File: config.mk
export PLATFORM = sky130hd
export DESIGN_NAME = sio_shift_port
export DESIGN_NICKNAME = d
export VERILOG_FILES = /design/src/rtl/sio_port_pkg.sv /design/src/rtl/sio_baud_gen.sv /design/src/rtl/sio_shift_reg.sv /design/src/rtl/sio_ctl.sv /design/src/rtl/sio_shift_port.sv
export SDC_FILE = /design/constraint.sdc
export NUM_CORES = 1
export LEC_CHECK = 0
export CORE_ASPECT_RATIO = 0.8
export CORE_MARGIN = 2
export CORE_UTILIZATION = 55
export DETAILED_ROUTE_END_ITERATION = 12
export PLACE_DENSITY = 0.82
export SKIP_LAST_GASP = 1
export SLEW_MARGIN = 10
export SYNTH_ARGS = -nofsm -noshare
export SYNTH_HDL_FRONTEND = slang
export SYNTH_SLANG_ARGS = --single-unit
File: constraint.sdc
create_clock -name clk -period 3.5 [get_ports clk]
set_input_delay 0.7 -clock clk [delete_from_list [all_inputs] [get_ports clk]]
set_output_delay 0.7 -clock clk [all_outputs]
set_load 0.02 [all_outputs]
File: src/rtl/sio_port_pkg.sv
package sio_port_pkg;

  // control register field positions
  localparam int CTL_RUN  = 0;
  localparam int CTL_MSB  = 1;
  localparam int CTL_CONT = 2;
  localparam int CTL_IDLE = 3;
  localparam int CTL_IEN  = 4;
  localparam int CTL_DONE = 5;
  localparam int CTL_OVR  = 6;

  typedef enum logic [1:0] {
    SEL_CTRL = 2'd0,
    SEL_BUF  = 2'd1,
    SEL_BAUD = 2'd2
  } reg_sel_e;

endpackage

File: src/rtl/sio_baud_gen.sv
module sio_baud_gen #(
  parameter int CW = 8
) (
  input  logic          clk,
  input  logic          rst_n,
  input  logic          restart,
  input  logic          run,
  input  logic [CW-1:0] reload,
  output logic          tick
);
  localparam logic [CW-1:0] TOP = '1;

  logic [CW-1:0] tmr;

  // next timer value: counts up from the reload value to all ones
  function automatic logic [CW-1:0] next_count(input logic [CW-1:0] cur,
                                               input logic [CW-1:0] rl);
    return (cur == TOP) ? rl : cur + 1'b1;
  endfunction

  assign tick = run && !restart && (tmr == TOP);

  always_ff @(posedge clk or negedge rst_n) begin
    if (!rst_n)       tmr <= '0;
    else if (restart) tmr <= reload;
    else if (run)     tmr <= next_count(tmr, reload);
  end
endmodule

File: src/rtl/sio_shift_reg.sv
module sio_shift_reg #(
  parameter int DW = 8
) (
  input  logic          clk,
  input  logic          rst_n,
  input  logic          load,
  input  logic [DW-1:0] load_data,
  input  logic          clr_cnt,
  input  logic          rise_evt,
  input  logic          fall_evt,
  input  logic          msb_first,
  input  logic          sdi,
  output logic [DW-1:0] buf_q,
  output logic          cur_bit,
  output logic          last_bit,
  output logic          byte_end
);
  localparam int CNT_W = (DW > 2) ? $clog2(DW) : 1;
  localparam logic [CNT_W-1:0] LAST_IDX = CNT_W'(DW - 1);

  logic [CNT_W-1:0] cnt;
  logic             rx_bit;

  // one shift step: the sampled bit enters at the end opposite the outgoing one
  function automatic logic [DW-1:0] shift_in(input logic [DW-1:0] cur,
                                             input logic din,
                                             input logic msb);
    return msb ? {cur[DW-2:0], din} : {din, cur[DW-1:1]};
  endfunction

  assign cur_bit  = msb_first ? buf_q[DW-1] : buf_q[0];
  assign byte_end = fall_evt && (cnt == LAST_IDX);

  always_ff @(posedge clk or negedge rst_n) begin
    if (!rst_n) begin
      buf_q    <= '0;
      rx_bit   <= 1'b0;
      last_bit <= 1'b0;
    end else begin
      if (load)          buf_q <= load_data;
      else if (fall_evt) buf_q <= shift_in(buf_q, rx_bit, msb_first);
      if (rise_evt)      rx_bit <= sdi;
      if (fall_evt)      last_bit <= cur_bit;
    end
  end

  always_ff @(posedge clk or negedge rst_n) begin
    if (!rst_n)        cnt <= '0;
    else if (clr_cnt)  cnt <= '0;
    else if (fall_evt) cnt <= byte_end ? '0 : cnt + 1'b1;
  end
endmodule

File: src/rtl/sio_ctl.sv
module sio_ctl (
  input  logic clk,
  input  logic rst_n,
  input  logic ctl_wr,
  input  logic wr_msb,
  input  logic wr_cont,
  input  logic wr_idle,
  input  logic wr_ien,
  input  logic wr_done,
  input  logic wr_ovr,
  input  logic byte_end,
  input  logic fall_evt,
  output logic msb_first,
  output logic cont_mode,
  output logic idle_buf0,
  output logic irq_en,
  output logic done,
  output logic ovr
);
  always_ff @(posedge clk or negedge rst_n) begin
    if (!rst_n) begin
      msb_first <= 1'b0;
      cont_mode <= 1'b0;
      idle_buf0 <= 1'b0;
      irq_en    <= 1'b0;
    end else if (ctl_wr) begin
      msb_first <= wr_msb;
      cont_mode <= wr_cont;
      idle_buf0 <= wr_idle;
      irq_en    <= wr_ien;
    end
  end

  // sticky flags: hardware set wins over a software clear in the same cycle
  always_ff @(posedge clk or negedge rst_n) begin
    if (!rst_n) begin
      done <= 1'b0;
      ovr  <= 1'b0;
    end else begin
      if (byte_end)               done <= 1'b1;
      else if (ctl_wr && !wr_done) done <= 1'b0;
      if (fall_evt && done)       ovr <= 1'b1;
      else if (ctl_wr && !wr_ovr) ovr <= 1'b0;
    end
  end
endmodule

File: src/rtl/sio_shift_port.sv
module sio_shift_port
  import sio_port_pkg::*;
#(
  parameter int DW     = 8,
  parameter int BAUD_W = 8
) (
  input  logic          clk,
  input  logic          rst_n,
  input  logic          reg_we,
  input  logic [1:0]    reg_sel,
  input  logic [DW-1:0] reg_wdata,
  output logic [DW-1:0] ctrl_q,
  output logic [DW-1:0] buf_q,
  output logic          sck_o,
  output logic          sdo_o,
  input  logic          sdi_i,
  output logic          irq_o
);
  logic              active;
  logic              ctl_wr, buf_wr, baud_wr;
  logic              start_evt, abort_evt, stop_evt;
  logic              tick_raw, tick, rise_evt, fall_evt, byte_end;
  logic              msb_first, cont_mode, idle_buf0, irq_en, done, ovr;
  logic              cur_bit, last_bit;
  logic [BAUD_W-1:0] baud_q;

  assign ctl_wr  = reg_we && (reg_sel == SEL_CTRL);
  assign buf_wr  = reg_we && (reg_sel == SEL_BUF) && !active;
  assign baud_wr = reg_we && (reg_sel == SEL_BAUD);

  assign start_evt = ctl_wr &&  reg_wdata[CTL_RUN] && !active;
  assign abort_evt = ctl_wr && !reg_wdata[CTL_RUN] &&  active;

  assign tick     = tick_raw && !abort_evt;
  assign rise_evt = tick && !sck_o;
  assign fall_evt = tick &&  sck_o;
  assign stop_evt = byte_end && !cont_mode;

  always_ff @(posedge clk or negedge rst_n) begin
    if (!rst_n)       baud_q <= '0;
    else if (baud_wr) baud_q <= reg_wdata[BAUD_W-1:0];
  end

  always_ff @(posedge clk or negedge rst_n) begin
    if (!rst_n) begin
      active <= 1'b0;
      sck_o  <= 1'b0;
    end else if (start_evt) begin
      active <= 1'b1;
      sck_o  <= 1'b0;
    end else if (abort_evt || stop_evt) begin
      active <= 1'b0;
      sck_o  <= 1'b0;
    end else if (tick) begin
      sck_o  <= !sck_o;
    end
  end

  sio_baud_gen #(.CW(BAUD_W)) u_baud (
    .clk     (clk),
    .rst_n   (rst_n),
    .restart (start_evt),
    .run     (active),
    .reload  (baud_q),
    .tick    (tick_raw)
  );

  sio_shift_reg #(.DW(DW)) u_shift (
    .clk       (clk),
    .rst_n     (rst_n),
    .load      (buf_wr),
    .load_data (reg_wdata),
    .clr_cnt   (start_evt || abort_evt),
    .rise_evt  (rise_evt),
    .fall_evt  (fall_evt),
    .msb_first (msb_first),
    .sdi       (sdi_i),
    .buf_q     (buf_q),
    .cur_bit   (cur_bit),
    .last_bit  (last_bit),
    .byte_end  (byte_end)
  );

  sio_ctl u_ctl (
    .clk       (clk),
    .rst_n     (rst_n),
    .ctl_wr    (ctl_wr),
    .wr_msb    (reg_wdata[CTL_MSB]),
    .wr_cont   (reg_wdata[CTL_CONT]),
    .wr_idle   (reg_wdata[CTL_IDLE]),
    .wr_ien    (reg_wdata[CTL_IEN]),
    .wr_done   (reg_wdata[CTL_DONE]),
    .wr_ovr    (reg_wdata[CTL_OVR]),
    .byte_end  (byte_end),
    .fall_evt  (fall_evt),
    .msb_first (msb_first),
    .cont_mode (cont_mode),
    .idle_buf0 (idle_buf0),
    .irq_en    (irq_en),
    .done      (done),
    .ovr       (ovr)
  );

  assign sdo_o = active ? cur_bit : (idle_buf0 ? buf_q[0] : last_bit);
  assign irq_o = irq_en && done;

  always_comb begin
    ctrl_q           = '0;
    ctrl_q[CTL_RUN]  = active;
    ctrl_q[CTL_MSB]  = msb_first;
    ctrl_q[CTL_CONT] = cont_mode;
    ctrl_q[CTL_IDLE] = idle_buf0;
    ctrl_q[CTL_IEN]  = irq_en;
    ctrl_q[CTL_DONE] = done;
    ctrl_q[CTL_OVR]  = ovr;
  end
endmodule

==> run summary <==
Setup Fix Bufs, Post-CTS - 0
Gr usage total - 24.0%
RePlAce Congestion - 0.841
Synth Flop Type - dfrtp_1
Syn. warnings - 0
Number of core rows - 19
Number of synthesized flops with an enable pin - 0
Hold Path Stages - 2
Final min period - 2970 ps
Clk slew on worst S/H paths - 70 ps
Detailed Route Iter0 Violations - 87
Post-synth ARST share - 100%
CTS buffer count - 5
Slew headroom - 25.9%
DP Cell Count - 257
Antenna Nets Post-Route - 0
Reg2reg path depth - 4
Yosys cell types - 46
Share of cells above drive strength 1 - 13.9%
Reg2reg end - u_shift.buf_q[6]
Filler cells - 269
Htree depth - 2
CTS tree - yes
Hold_buf cts - 0
Final Non-Filler Cells - 265
Vias - 1,610
DP Wirelength - 3460 µm
Period Utilization, post-route - 84.8%
Hold Violations, Final - 0
Final worst clock skew - 6.00 ps
Die area - 4200 µm²
Multi-input gate area - 1010 µm²
Drt total wl - 4710 µm
Seq pwr share - 49.3%
Critical Path RT - 2800 ps
Avg Inst Size Synth - 10.4 µm²
Hold WC Path Type - register to register
Post-CTS resize count - 0
Total gr overflow - 0
Clk_lat worst skew - 290 ps
Worst Path Arrival - 2270 ps
DP Area - 2330 µm²
Initial Utilization - 58.1%
Crit. End Element - primary output
RSZ-0062 raised after global routing - no
Crit-path max FO - 12
First-pass DRT Iterations - 4
Total Power - 1280 µW
Die Height - 58.4 µm
# Max-Cap Violations - 0
Ant diodes - 0
Clock tree sinks - 37
Clock Path Buffers - 2
FF+latch count, synth - 37
Worst Setup Start Kind - register
Core Region - 3490 µm²
Mapped Cells - 195
DR vias/cell - 6.08
I/O pin count - 33
Switching share of total power - 34.4%
Switching power - 439 µW
Crit path launch - active
First-pass GRT wire length - 7600 µm
Kind of critical path - register to primary output
Worst VDD drop - 416 µV
Syn-to-layout area delta - 18.5%
R2R Path Start - active
# DRC - 0
Seq/Total Area, Yosys - 45.6%
Reg area - 926 µm²
Number of I/O port buffers - 31
Lkg Pwr - 0.000983 µW
Initial antenna violation count - 0
Most frequent cells in the layout - dfrtp_1 (37), nand2_1 (31), clkdlybuf4s50_1 (31), mux2_2 (18), mux2i_1 (15)
Commonest non-fill, non-tap cell in the layout - dfrtp_1
Logic pwr share - 28.3%
Pins over their slew limit - 0
Min Hold Slack - 507 ps
Final setup viols - 0
Total negative slack - 0 ps
Largest net degree at the start of global routing - 38
Internal Power - 836 µW
Power density over the cells - 530 nW/µm²
Worst-margin pin slew - 1110 ps
Synthesized Nets - 212
Clk network pwr share - 22.4%
Reg2Reg Setup Slack - 1020 ps
Mapped Area - 2030 µm²
Routed length per instance - 17.8 µm
Worst setup path end - sdo_o
Nets - 239
Outcome - completed
FMAX - 337 MHz
Chip width - 71.9 µm
Vias in the first global route - 1,556
Root Buffer - clkbuf_8
Post-route cell area - 2410 µm²
cell usage after synthesis, types with 2 or more instances:
library cell / count / area (µm²)
a21oi_1: 6 / 30.0
a2bb2oi_1: 2 / 17.5
a311oi_1: 2 / 17.5
a32oi_1: 2 / 17.5
buf_4: 8 / 60.1
clkbuf_1: 2 / 7.51
dfrtp_1: 37 / 926
ha_1: 3 / 37.5
inv_1: 4 / 15.0
mux2_2: 18 / 203
mux2i_1: 15 / 150
nand2_1: 31 / 116
nand3_1: 4 / 20.0
nand3b_1: 2 / 15.0
nand4_1: 2 / 12.5
nor2_1: 11 / 41.3
nor3_1: 3 / 15.0
o21ai_0: 13 / 65.1
o21ai_1: 2 / 10.0
xnor2_1: 2 / 17.5
per-layer routing:
metal / GRT usage, % / share of wire (%) / vias to the layer above
met2: 37.3 / 48 / 56
met3: 5.48 / 5.9 / 9
met1: 33.5 / 45 / 794
li1: - / - / 751
met4: 8.89 / 1.4 / 0
met5: 0 / 0 / -
worst min path at each step:
| stage | to | start |
|---|---|---|
| finish | u_ctl.irq_en | u_ctl.irq_en |
| global route | u_ctl.irq_en | u_ctl.irq_en |
| CTS | u_ctl.irq_en | u_ctl.irq_en |
| detailed placement | u_ctl.irq_en | u_ctl.irq_en |
| global placement | u_ctl.irq_en | u_ctl.irq_en |
| floorplan | active | rst_n |
worst max-delay path, stage by stage (launching register included):
cell and delay, ps:
dfrtp_1 650, inv_1 250, a21oi_1 180, nor2_1 50
a311oi_1 190, clkdlybuf4s50_1 650
power groups by stage:
stage | Combinational (µW) | Sequential, µW | Clock (µW)
CTS | 362 | 624 | 289
finish | 361 | 628 | 286
floorplan | 221 | 617 | 0
detailed placement | 360 | 631 | 0
global route | 390 | 638 | 310
global placement | 344 | 623 | 0
sequential cells by signal (all words and copies together), names as in the netlist:
signal	count
u_ctl.irq_en	1
u_shift.rx_bit	1
u_shift.cnt	3
u_shift.buf_q	8
u_ctl.done	1
sck_o	1
u_ctl.ovr	1
u_ctl.idle_buf0	1
u_ctl.cont_mode	1
u_ctl.msb_first	1
baud_q	8
u_baud.tmr	8
u_shift.last_bit	1
active	1
logic make-up after synthesis:
| logic type | Yosys count | synth area share (%) |
|---|---|---|
| compound gates | 35 | 10.9 |
| xor+xnor | 2 | 0.863 |
| fa+ha+maj | 3 | 1.85 |
| buf+inv | 17 | 5.05 |
| flops | 37 | 45.6 |
| mux | 33 | 17.4 |
| other cells | 1 | 0.185 |
| simple gates | 67 | 18.2 |
stage by stage:
stage | worst slack [ps] | util, %
after floorplan | 1290 | -
after global placement | 669 | 66.6
after detailed placement | 572 | 66.6
after CTS | 514 | 68.9
after global routing | 352 | 68.9
final | 533 | 68.9
final cells by class:
class                   count  area share, %
multi-input cells         141           41.9
flip-flops and latches     37           38.5
repair buffers             33           13.5
clock buffers               8           3.33
well taps                  42           2.18
inverters                   4          0.624
Note: power is estimated with default switching activity, not from simulation.
